--- src/rtl/pq_src_pkg.sv ---
package pq_src_pkg;

  typedef enum logic [1:0] {
    PQ_RESET  = 2'b00,
    PQ_OFF    = 2'b01,
    PQ_PEND   = 2'b10,
    PQ_QUEUED = 2'b11
  } pq_e;

  typedef enum logic [2:0] {
    OP_NONE,
    OP_GET,
    OP_SET,
    OP_TRIG,
    OP_EOI
  } op_e;

  localparam int unsigned PAGE_BIT = 16;
  localparam int unsigned SRC_LSB  = 17;
  localparam logic [15:0] OFS_GET  = 16'h0800;
  localparam logic [15:0] OFS_EOI  = 16'h0400;

  typedef struct packed {
    logic notify;
    pq_e  nxt;
  } step_t;

  // One state transition for one access on one source.
  function automatic step_t pq_step(op_e op, pq_e cur, pq_e setv);
    step_t s;
    s.notify = 1'b0;
    s.nxt    = cur;
    case (op)
      OP_SET: s.nxt = setv;
      OP_TRIG: begin
        case (cur)
          PQ_RESET: begin s.nxt = PQ_PEND; s.notify = 1'b1; end
          PQ_PEND:  s.nxt = PQ_QUEUED;
          default:  ;
        endcase
      end
      OP_EOI: begin
        case (cur)
          PQ_PEND:   s.nxt = PQ_RESET;
          PQ_QUEUED: begin s.nxt = PQ_PEND; s.notify = 1'b1; end
          default:   ;
        endcase
      end
      default: ;
    endcase
    return s;
  endfunction

endpackage

--- src/rtl/pq_src_decode.sv ---
module pq_src_decode
  import pq_src_pkg::*;
#(
  parameter int NUM_SRC = 8,
  parameter int IDX_W   = 3,
  parameter int ADDR_W  = 20
) (
  input  logic              sel,
  input  logic              we,
  input  logic [ADDR_W-1:0] addr,
  output op_e               op,
  output logic [IDX_W-1:0]  idx,
  output pq_e               set_val
);

  logic [15:0] off;
  logic        page;
  logic        in_rng;
  logic        set_hit;

  assign off     = addr[15:0];
  assign page    = addr[PAGE_BIT];
  assign idx     = addr[SRC_LSB +: IDX_W];
  assign in_rng  = (int'(idx) < NUM_SRC);
  assign set_hit = (off[15:10] == 6'b000011) && (off[7:0] == 8'h00);
  assign set_val = pq_e'(off[9:8]);

  always_comb begin
    op = OP_NONE;
    if (sel && in_rng) begin
      if (!we) begin
        op = set_hit ? OP_SET : OP_GET;
      end else if (!page) begin
        op = OP_TRIG;
      end else if (off == OFS_EOI) begin
        op = OP_EOI;
      end
    end
  end

endmodule

--- src/rtl/pq_src_state.sv ---
module pq_src_state
  import pq_src_pkg::*;
#(
  parameter int NUM_SRC = 8,
  parameter int IDX_W   = 3
) (
  input  logic                     clk,
  input  logic                     rst_n,
  input  op_e                      op,
  input  logic [IDX_W-1:0]         idx,
  input  pq_e                      set_val,
  output logic [NUM_SRC-1:0][1:0]  pq_q,
  output pq_e                      cur,
  output logic                     ev_valid,
  output logic [IDX_W-1:0]         ev_src
);

  step_t step;

  always_comb begin
    cur = PQ_OFF;
    for (int i = 0; i < NUM_SRC; i++) begin
      if (idx == IDX_W'(i)) cur = pq_e'(pq_q[i]);
    end
  end

  assign step     = pq_step(op, cur, set_val);
  assign ev_valid = (op != OP_NONE) && step.notify;
  assign ev_src   = idx;

  always_ff @(posedge clk or negedge rst_n) begin
    if (!rst_n) begin
      for (int i = 0; i < NUM_SRC; i++) pq_q[i] <= PQ_OFF;
    end else if (op != OP_NONE) begin
      for (int i = 0; i < NUM_SRC; i++) begin
        if (idx == IDX_W'(i)) pq_q[i] <= step.nxt;
      end
    end
  end

endmodule

--- src/rtl/pq_src_notify.sv ---
module pq_src_notify #(
  parameter int NUM_SRC = 8,
  parameter int IDX_W   = 3
) (
  input  logic             clk,
  input  logic             rst_n,
  input  logic             ev_valid,
  input  logic [IDX_W-1:0] ev_src,
  output logic             out_valid,
  input  logic             out_ready,
  output logic [IDX_W-1:0] out_src
);

  logic [NUM_SRC-1:0] pend_q;
  logic [NUM_SRC-1:0] pend_nxt;
  logic [IDX_W-1:0]   pick;
  logic               any;
  logic               load;

  always_comb begin
    pick = '0;
    for (int i = NUM_SRC - 1; i >= 0; i--) begin
      if (pend_q[i]) pick = IDX_W'(i);
    end
  end

  assign any  = |pend_q;
  assign load = !out_valid || out_ready;

  always_comb begin
    pend_nxt = pend_q;
    if (load && any) pend_nxt[pick] = 1'b0;
    if (ev_valid)    pend_nxt[ev_src] = 1'b1;
  end

  always_ff @(posedge clk or negedge rst_n) begin
    if (!rst_n) begin
      pend_q    <= '0;
      out_valid <= 1'b0;
      out_src   <= '0;
    end else begin
      pend_q <= pend_nxt;
      if (load) begin
        out_valid <= any;
        if (any) out_src <= pick;
      end
    end
  end

endmodule

--- src/rtl/pq_src_ctrl.sv ---
module pq_src_ctrl
  import pq_src_pkg::*;
#(
  parameter int NUM_SRC = 8,
  parameter int DATA_W  = 32,
  localparam int IDX_W  = (NUM_SRC > 1) ? $clog2(NUM_SRC) : 1,
  localparam int ADDR_W = SRC_LSB + IDX_W
) (
  input  logic              clk,
  input  logic              rst_n,
  input  logic              bus_sel,
  input  logic              bus_we,
  input  logic [ADDR_W-1:0] bus_addr,
  output logic [DATA_W-1:0] bus_rdata,
  output logic              notify_valid,
  input  logic              notify_ready,
  output logic [IDX_W-1:0]  notify_src
);

  op_e                     op;
  logic [IDX_W-1:0]        idx;
  pq_e                     set_val;
  logic [NUM_SRC-1:0][1:0] pq_q;
  pq_e                     cur;
  logic                    ev_valid;
  logic [IDX_W-1:0]        ev_src;

  pq_src_decode #(.NUM_SRC(NUM_SRC), .IDX_W(IDX_W), .ADDR_W(ADDR_W)) u_dec (
    .sel(bus_sel), .we(bus_we), .addr(bus_addr),
    .op(op), .idx(idx), .set_val(set_val)
  );

  pq_src_state #(.NUM_SRC(NUM_SRC), .IDX_W(IDX_W)) u_state (
    .clk(clk), .rst_n(rst_n), .op(op), .idx(idx), .set_val(set_val),
    .pq_q(pq_q), .cur(cur), .ev_valid(ev_valid), .ev_src(ev_src)
  );

  pq_src_notify #(.NUM_SRC(NUM_SRC), .IDX_W(IDX_W)) u_ntf (
    .clk(clk), .rst_n(rst_n), .ev_valid(ev_valid), .ev_src(ev_src),
    .out_valid(notify_valid), .out_ready(notify_ready), .out_src(notify_src)
  );

  always_ff @(posedge clk or negedge rst_n) begin
    if (!rst_n) begin
      bus_rdata <= '0;
    end else if (bus_sel && !bus_we) begin
      if (op == OP_GET || op == OP_SET) bus_rdata <= {{(DATA_W-2){1'b0}}, cur};
      else                              bus_rdata <= '0;
    end
  end

endmodule

--- config.mk ---
export PLATFORM = sky130hd
export DESIGN_NAME = pq_src_ctrl
export DESIGN_NICKNAME = d
export VERILOG_FILES = /design/src/rtl/pq_src_pkg.sv /design/src/rtl/pq_src_decode.sv /design/src/rtl/pq_src_state.sv /design/src/rtl/pq_src_notify.sv /design/src/rtl/pq_src_ctrl.sv
export SDC_FILE = /design/constraint.sdc
export NUM_CORES = 1
export LEC_CHECK = 0
export BUFFER_PORTS_ARGS = -buffer_cell sky130_fd_sc_hd__buf_2
export CAP_MARGIN = 0
export CORE_MARGIN = 2
export CORE_UTILIZATION = 30
export DETAILED_ROUTE_END_ITERATION = 6
export PLACE_DENSITY = 0.6
export SLEW_MARGIN = 30
export SYNTH_ARGS = -nofsm -noshare
export SYNTH_HDL_FRONTEND = slang
export SYNTH_SLANG_ARGS = --single-unit
--- constraint.sdc ---
create_clock -name clk -period 4.8 [get_ports clk]
set_input_delay 0.48 -clock clk [delete_from_list [all_inputs] [get_ports clk]]
set_output_delay 0.48 -clock clk [all_outputs]
set_load 0.01 [all_outputs]
; ---- Yosys cells after proc, flatten, opt, wreduce, memory -nomap -nowiden
; Index checks and enable logic that the tools add are counted.
; W data, S select, Z words.
[totals]
regBits = 60
in_bits = 25
out_inout_bits = 36
elab_cells = 92
[classes]
n_lt_le_gt_ge = 4
eq_ne = 15
muxes = 34
bitwise_logic = 3
n_reduce_logical = 24
[op_table]
columns = op, count
row1 = $mux W3, 12
row2 = $mux W2, 10
row3 = $reduce_and A2 Y1, 9
row4 = $eq A16 B11 Y1 const B, 1
row5 = $mux W8, 2
row6 = $eq A3 B3 Y1 const B, 5
row7 = $eq A3 B2 Y1 const B, 4
row8 = $and A8 B8 Y8, 1
row9 = $logic_not A8 Y1, 1
row10 = $lt A3 B4 Y1 const B, 2
row11 = $not A8 Y8, 1
row12 = $or A8 B8 Y8, 1
row13 = $pmux W2 S2, 2
row14 = $reduce_or A8 Y1, 1
row15 = $demux W1 S3, 2
row16 = $eq A3 B1 Y1 const B, 2
row17 = $eq A6 B2 Y1 const B, 1
row18 = $ge A3 B1 Y1 const B, 2
row19 = $logic_and A1 B1 Y1, 6
row20 = $pmux W2 S3, 1
row21 = $eq A2 B2 Y1 const B, 2
row22 = $mux W1, 4
row23 = $logic_not A3 Y1, 1
row24 = $reduce_bool A3 Y1, 1
row25 = other kinds (4), 6

; ---- Depth between registers and ports, before layout
; Gate-level depths: netlist of the first run.
[depth]
word_depth = 17
ltp_mapped = 7
ltp_nobuf = 6

; ---- By module
; A second synthesis of the first run with hierarchy kept.
[unflattened]
cells_unflattened = 219
hier_area_um2 = 2062.0
[by_module_without_submodules]
columns = module, instances, cells_per_inst, area_each_um2, seq_area_each_um2
row1 = pq_src_state, 1, 104, 1009.7, 410.4
row2 = pq_src_notify, 1, 58, 574.3, 300.3
row3 = pq_src_ctrl, 1, 39, 336.6, 50.0
row4 = pq_src_decode, 1, 18, 141.4, 0.0

; ---- Worst setup path before layout of the first run
; OpenSTA, ideal clock, no wires.
[synth_path]
path_type = input port to flip-flop
from = in bus_addr[17]
to = reg u_state.pq_q[11] (netlist name)
setup_time_ns = 0.125
t_arrival_ns = 2.141
required_time_ns = 4.675
slack_ns = 2.534
cell_stages = 6
n_path_buf = 1
cell_sequence = buf_2 > mux4_2 > mux2i_2 > nand2_1 > a221o_1 > mux2_2
[synth_via]
elab_chain_cells = 12
word_cells_on_any_way = 23
cone_classes = 9 x eq/ne / 11 x mux / 3 x reduce/logical
[synth_rtl]
columns = element, line_no
row1 = start: declaration, pq_src_ctrl.sv:13  ; input logic [ADDR_W-1:0] bus_addr,
row2 = $logic_not A3 Y1, pq_src_state.sv:23  ; if (idx == IDX_W'(i)) cur = pq_e'(pq_q[i]);
row3 = $mux W2 (8 in a row), pq_src_state.sv:23
row4 = $eq A2 B2 Y1 (tied with other cells), pq_src_pkg.sv:43  ; case (cur)
row5 = $pmux W2 S2 (on tied branches), "pq_src_pkg.sv:43, pq_src_pkg.sv:36"
row6 = $pmux W2 S3, pq_src_pkg.sv:33  ; case (op)
row7 = end signal: indexed assignment, pq_src_state.sv:36  ; if (idx == IDX_W'(i)) pq_q[i] <= step.nxt;
row8 = end: declaration, pq_src_state.sv:12  ; output logic [NUM_SRC-1:0][1:0] pq_q,
; Several ways; a longest one is shown, not always the timed one.
; A chain may end at the register's enable or synchronous reset.

; ---- Final worst setup path of the first run
[layout_path]
from = in bus_addr[18]
to = reg u_state.pq_q[13] (netlist name)
; Same word-level chain as after synthesis.

==> results of run 1 <==
## routing by layer
layer	vias to the layer above	GRT usage (%)	share of wire, %
li1	617	-	-
met1	613	14.4	42
met2	59	18.5	48
met3	7	3.41	7.2
met4	0	6.67	2.4
met5	-	0	0
## cells by family after synthesis
logic type / count (synthesis)
other cells: 1
flops: 30
mux: 26
compound gates: 24
simple gates: 52
buf+inv: 40
## cell usage after synthesis, types with 4 or more instances
| cell | instances | area [um^2] |
|---|---|---|
| nor3_1 | 5 | 25.0 |
| nor2_1 | 9 | 33.8 |
| buf_4 | 30 | 225 |
| nor4_1 | 4 | 25.0 |
| mux4_2 | 4 | 90.1 |
| nand2b_1 | 7 | 43.8 |
| inv_1 | 6 | 22.5 |
| nand2_1 | 14 | 52.6 |
| o21ai_1 | 5 | 25.0 |
| o21ai_0 | 4 | 20.0 |
| mux2_2 | 18 | 203 |
| dfrtp_1 | 22 | 551 |
| dfstp_2 | 8 | 210 |
## worst max path at each step
stage	startpoint	end	slack, ps	depth (start not counted)
2_1_floorplan	bus_addr[17]	u_state.pq_q[11]$_DFFE_PN0P_	2530	6
3_3_place_gp	bus_addr[18]	u_state.pq_q[13]$_DFFE_PN0P_	2280	6
3_5_place_dp	bus_addr[18]	u_state.pq_q[13]$_DFFE_PN0P_	2270	6
4_1_cts	bus_addr[18]	u_state.pq_q[13]$_DFFE_PN0P_	2570	6
5_1_grt	bus_addr[18]	u_state.pq_q[13]$_DFFE_PN0P_	2480	6
6_report	bus_addr[18]	u_state.pq_q[13]$_DFFE_PN0P_	2570	6
## power by group
group          internal [W]  leakage (nW)  switching [W]
logic              0.000133         0.505       0.000142
registers          0.000330         0.370      0.0000414
clock network      0.000115        0.0482      0.0000939
## through the flow
step | setup WS, ps | instances | hold slack [ps] | power [W] | cell area [um^2]
2_1_floorplan | 2530 | 202 | 184 | 0.000588 | 1910
3_3_place_gp | 2280 | 274 | 485 | 0.000648 | 1910
3_5_place_dp | 2270 | 274 | 492 | 0.000651 | 1910
4_1_cts | 2570 | 282 | 244 | 0.000867 | 2000
5_1_grt | 2480 | 282 | 296 | 0.000919 | 2000
6_report | 2570 | 282 | 223 | 0.000856 | 2000
## final cells by class
cell class	count	area, um^2
well taps	75	93.8
clock buffers	7	86.3
repair buffers	30	150
flip-flops and latches	30	761
multi-input cells	132	881
inverters	7	26.3
fillers	607	3850
clock inverters	1	5.00
## worst reg2reg max path: cells and delay by family, from the launching register on
family	cells	cell delay (ps)
compound gates	1	410
simple gates	1	140
flops	1	380
mux	3	1080
## state kept, by name, indices dropped and copies added (netlist names)
register         count
u_ntf.out_valid      1
u_state.pq_q        16
bus_rdata            2
u_ntf.pend_q         8
u_ntf.out_src        3
==> results.sh, run 1 <==
export IMPL_path_cells="buf_2, mux4_2, mux2_4, nor2b_1, a221o_1, mux2_2"
export IMPL_slew_headroom_pct=51.0
export IMPL_syn_area_um2=1810
export IMPL_root_buffer="clkbuf_8"
export IMPL_synth_mux_area_share_pct=18.9
export IMPL_fin_util_pct=34.2
export IMPL_io_pins=61
export IMPL_globalRouteOverflowTotal=0
export IMPL_syn_inst=173
export IMPL_drt_pass1_iterations=5
export IMPL_r2r_end="u_state.pq_q[13]$_DFFE_PN0P_"
export IMPL_yosys_warnings=0
export IMPL_synth_simple_area_share_pct=14.8
export IMPL_grt_max_degree=31
export IMPL_routed_wl_um=3540
export IMPL_cts_sinks=30
export IMPL_grt_use_total_pct=11.8
export IMPL_die_h_um=81.6
export IMPL_cts_reportedPaths_clkPinSlew_ps=60
export IMPL_insertion_delay_ps=280
export IMPL_setup_violations=0
export IMPL_critPathCaptureType="flop"
export IMPL_finalClockSkew_ps=4.07
export IMPL_r2r_start="u_state.pq_q[13]$_DFFE_PN0P_"
export IMPL_final_min_clock_period_ps=2230
export IMPL_synthFlopType="dfrtp_1"
export IMPL_ys_seq_elements=30
export IMPL_drive_gt1_share_pct=34.3
export IMPL_p_leak_nw=0.922
export IMPL_ys_seq_area_share_pct=42.1
export IMPL_timing_setup_tns_ps=0
export IMPL_grt_pass1_vias=1235
export IMPL_htree_levels=2
export IMPL_async_flop_share_pct=100
export IMPL_nNetsFinal=231
export IMPL_synth_top_family_by_area="multiplexers"
export IMPL_min_delay_path_class="primary input to asynchronous set/reset pin"
export IMPL_die_area_um2=6650
export IMPL_drtIter0Drc=38
export IMPL_clk_path_buf_depth=2
export IMPL_crit_fanout=10
export IMPL_synthAdderAreaFrac_pct=0
export IMPL_worst_slew_pin_slew_ps=728
export IMPL_std_cell_rows=28
export IMPL_cts_setup_buffers=0
export IMPL_irDropWorstVdd_v=0.000192
export IMPL_r2r_slack_ps=2670
export IMPL_antenna_left=0
export IMPL_slowest_stage="mux4_2"
export IMPL_fmax_mhz=449
export IMPL_synth_compound_area_share_pct=8.87
export IMPL_grt_antenna_before_repair=0
export IMPL_synth_distinct_cells=39
export IMPL_fin_crit_sh_pct=46.4
export IMPL_ctsResizeCount=0
export IMPL_crit_buf_inv=1
export IMPL_cts_tree="done"
export IMPL_place_gp_congestion=0.837
export IMPL_area_growth_pct=10.9
export IMPL_die_w_um=81.6
export IMPL_start_util_pct=30.9
export IMPL_startpoint_type="primary input"
export IMPL_viasPerCell=4.60
export IMPL_crit_required_ps=4970
export IMPL_synth_edff_count=0
export IMPL_coreArea_um2=5850
export IMPL_r2r_worst_path_cells=5
export IMPL_power_density_nw_per_um2=427
export IMPL_maxCapViolations=0
export IMPL_antenna_cells=0
export IMPL_avgRoutedWirePerCell_um=12.5
export IMPL_hold_viol=0
export IMPL_worstSetupPathType="primary input to flop"
export IMPL_crit_path_max_incr_delay_ps=520
export IMPL_status="complete, no violations"
export IMPL_hold_buffers=0
export IMPL_synth_area_per_cell_um2=10.4
export IMPL_path_delay_family="multiplexers"
export IMPL_rsz0062_at_grt="no"
export IMPL_grt_pass1_wl_um=5810
export IMPL_synthXorXnorAreaFrac_pct=0
export IMPL_dr_total_vias=1296
export IMPL_crit_arrival_ps=2390
export IMPL_drv_slew=0
export IMPL_drc_errors=0
export IMPL_cts_buffers=5
export IMPL_final_cell_mix="30 x conb_1, 30 x buf_2, 22 x dfrtp_1, 18 x mux2_2, 14 x nand2_1"
export IMPL_portBuffers=30
export IMPL_hpwl_um=2730
Power figures use the tool's default switching activity.
==> run 2: changes to the inputs <==
ABC_AREA = 1   (was unset)
PLACE_DENSITY = 0.61   (was 0.6)
clock period = 1.8 ns   (was 4.8 ns; I/O delays follow)
==> run 2 against run 1 <==
Combinational power up 130%. Highest routed layer unchanged. Synthesized cell count up 80%. Non-clock buffer count up 1. Register-to-register slack worse by 2400 ps. Critical path depth up 5. Clock power rose to 2.7 times the previous value. Final cell count up 58%. Clock-buffer cell count unchanged. Core utilization down 0.40 points. Power rose to 2.5 times the previous value. Clock skew up 3.9 ps. Worst setup slack worse by 2300 ps.
==> results.sh, run 2 <==
export IMPL_crit_required_ps=1980
export IMPL_fin_crit_sh_pct=87.4
export IMPL_maxCapViolations=0
export IMPL_drv_slew=0
export IMPL_die_w_um=89.3
export IMPL_ys_seq_elements=30
export IMPL_start_util_pct=30.6
export IMPL_startpoint_type="flop"
export IMPL_setup_violations=0
export IMPL_min_delay_path_class="primary input to flop"
export IMPL_avgRoutedWirePerCell_um=9.29
export IMPL_slowest_stage="dfstp_2"
export IMPL_synth_top_family_by_area="simple AND/OR/NAND/NOR gates"
export IMPL_syn_area_um2=2180
export IMPL_die_h_um=89.3
export IMPL_die_area_um2=7970
export IMPL_yosys_warnings=0
export IMPL_crit_top_cell="nand2_1"
export IMPL_largest_reg_flops=16
export IMPL_power_density_nw_per_um2=890
export IMPL_routed_wl_um=4140
export IMPL_nNetsFinal=371
export IMPL_antenna_left=0
export IMPL_synth_area_per_cell_um2=6.99
export IMPL_drc_errors=0
export IMPL_cts_reportedPaths_clkPinSlew_ps=60
export IMPL_htree_levels=2
export IMPL_grt_use_total_pct=11.9
export IMPL_worst_slack_ps=227
export IMPL_use_met3_pct=1.66
export IMPL_crit_arrival_ps=1750
export IMPL_fin_util_pct=33.8
export IMPL_slew_headroom_pct=55.9
export IMPL_synthAdderAreaFrac_pct=0
export IMPL_synth_top_area_cell="dfrtp_1"
export IMPL_fmax_mhz=636
export IMPL_pre_cts_slack_ps=67.8
export IMPL_final_common_cell="nand2_1"
export IMPL_synth_distinct_cells=29
export IMPL_coreArea_um2=7140
export IMPL_antenna_cells=0
export IMPL_synthFlopType="dfrtp_1"
export IMPL_grt_max_degree=31
export IMPL_cts_sinks=30
export IMPL_synth_mux_area_share_pct=0
export IMPL_portBuffers=30
export IMPL_cts_buffers=5
export IMPL_cts_tree="done"
export IMPL_insertion_delay_ps=290
export IMPL_critPathCaptureType="flop"
export IMPL_p_leak_nw=1.34
export IMPL_met2_usage_pct=20.8
export IMPL_viasPerCell=4.08
export IMPL_crit_fanout=8
export IMPL_largest_register="u_state.pq_q"
export IMPL_drtIter0Drc=83
export IMPL_cts_setup_buffers=0
export IMPL_r2r_slack_ps=230
export IMPL_synthXorXnorAreaFrac_pct=0
export IMPL_synth_simple_area_share_pct=39.3
export IMPL_final_min_clock_period_ps=1570
export IMPL_drive_gt1_share_pct=23.6
export IMPL_rsz0062_at_grt="no"
export IMPL_ys_top_cells_by_area="dfrtp_1 25%, nand2_1 18%, buf_4 10%"
export IMPL_place_gp_congestion=0.809
export IMPL_clk_path_buf_depth=2
export IMPL_dr_total_vias=1818
export IMPL_irDropWorstVdd_v=0.000215
export IMPL_stdcell_count=446
export IMPL_hpwl_um=3300
export IMPL_final_cell_mix="106 x nand2_1, 39 x inv_1, 30 x nor2_1, 30 x conb_1, 30 x buf_2"
export IMPL_timing_setup_tns_ps=0
export IMPL_worst_slew_pin_slew_ps=662
export IMPL_worstSetupPathType="flop to flop"
export IMPL_synth_common_cells="106 x nand2_1, 39 x inv_1, 30 x buf_4, 30 x nor2_1, 22 x dfrtp_1"
export IMPL_dp_cells=437
export IMPL_root_buffer="clkbuf_8"
export IMPL_globalRouteOverflowTotal=0
export IMPL_ys_seq_area_share_pct=34.9
export IMPL_drt_pass1_iterations=5
export IMPL_std_cell_rows=31
export IMPL_top_regs="u_state.pq_q: 16 flops, u_ntf.pend_q: 8 flops, u_ntf.out_src: 3 flops"
export IMPL_path_cells="inv_1, nand3_1, nand3_1, nand2_1, nand2_1, nand2_2, nand2_2, nand3_1, nand3_4, nand2_1, nand2_1"
export IMPL_grt_busiest_layer="met2"
export IMPL_async_flop_share_pct=100
export IMPL_grt_antenna_before_repair=0
export IMPL_synth_most_common_cell="nand2_1"
export IMPL_crit_path_max_incr_delay_ps=530
export IMPL_synth_top_cell_area_share_pct=25.2
export IMPL_status="complete, no violations"
export IMPL_grt_pass1_wl_um=7370
export IMPL_syn_inst=312
export IMPL_worst_hold_slack_ps=190
export IMPL_synth_edff_count=0
export IMPL_io_pins=61
export IMPL_hold_viol=0
export IMPL_synth_compound_area_share_pct=5.05
export IMPL_finalClockSkew_ps=7.99
export IMPL_use_met1_pct=14.7
export IMPL_grt_pass1_vias=1704
export IMPL_area_growth_pct=10.7
run 2: per-layer routing:
layer | wire length [um] | part of all wire (%)
met3 | 132 | 3.2
met2 | 1980 | 48
met1 | 1950 | 47
met4 | 80 | 1.9
met5 | 0 | 0
run 2: path summary, 6_finish.rpt:
| path | start | end | cells after the start |
|---|---|---|---|
| max in group asynchronous | rst_n | u_ntf.out_src[0]$_DFFE_PN0P_ | 2 |
| setup reg to reg | u_state.pq_q[2]$_DFFE_PN1P_ | u_state.pq_q[7]$_DFFE_PN0P_ | 11 |
| hold / removal | notify_ready | u_ntf.out_valid$_DFFE_PN0P_ | 4 |
| hold reg to reg | u_state.pq_q[10]$_DFFE_PN1P_ | u_state.pq_q[10]$_DFFE_PN1P_ | 2 |
| setup / recovery | u_state.pq_q[2]$_DFFE_PN1P_ | u_state.pq_q[7]$_DFFE_PN0P_ | 11 |
| min in group asynchronous | rst_n | u_ntf.out_src[2]$_DFFE_PN0P_ | 2 |
run 2: critical path: cells and delay by family (launching register included):
family	cells	cell delay [ps]
buffers and inverters	1	30
AND/OR/NAND/NOR	10	890
flip-flops	1	530
run 2: kinds of logic after synthesis:
logic type | Yosys count
AND/OR/NAND/NOR | 181
flip-flops | 30
buffers and inverters | 82
AO/OA/AOI/OAI | 18
other | 1
run 2: area by class of cell:
class	instances	area (um^2)
Clock buffer	7	86.3
Clock inverter	1	5.00
Fill cell	777	4720
Inverter	49	191
Multi-Input combinational cell	229	1090
Sequential cell	30	761
Tap cell	99	124
Timing Repair Buffer	31	160
run 2: stage by stage:
step / area (um^2) / power [W]
2_1_floorplan: 2290 / 0.00145
3_3_place_gp: 2310 / 0.00159
3_5_place_dp: 2310 / 0.00159
4_1_cts: 2410 / 0.00217
5_1_grt: 2410 / 0.00233
6_report: 2410 / 0.00215
run 2: power by group:
part | switching [W] | leakage [nW] | total [W] | internal (W)
clock network | 0.000260 | 0.0482 | 0.000568 | 0.000308
registers | 0.0000876 | 0.373 | 0.000953 | 0.000865
logic | 0.000407 | 0.915 | 0.000627 | 0.000221
run 2: what timing repair did:
action,4_1_cts,5_1_grt
hold endpoints to repair,22,0
resized for setup,0,1
endpoints found under the setup margin,0,7
hold buffers,1,0
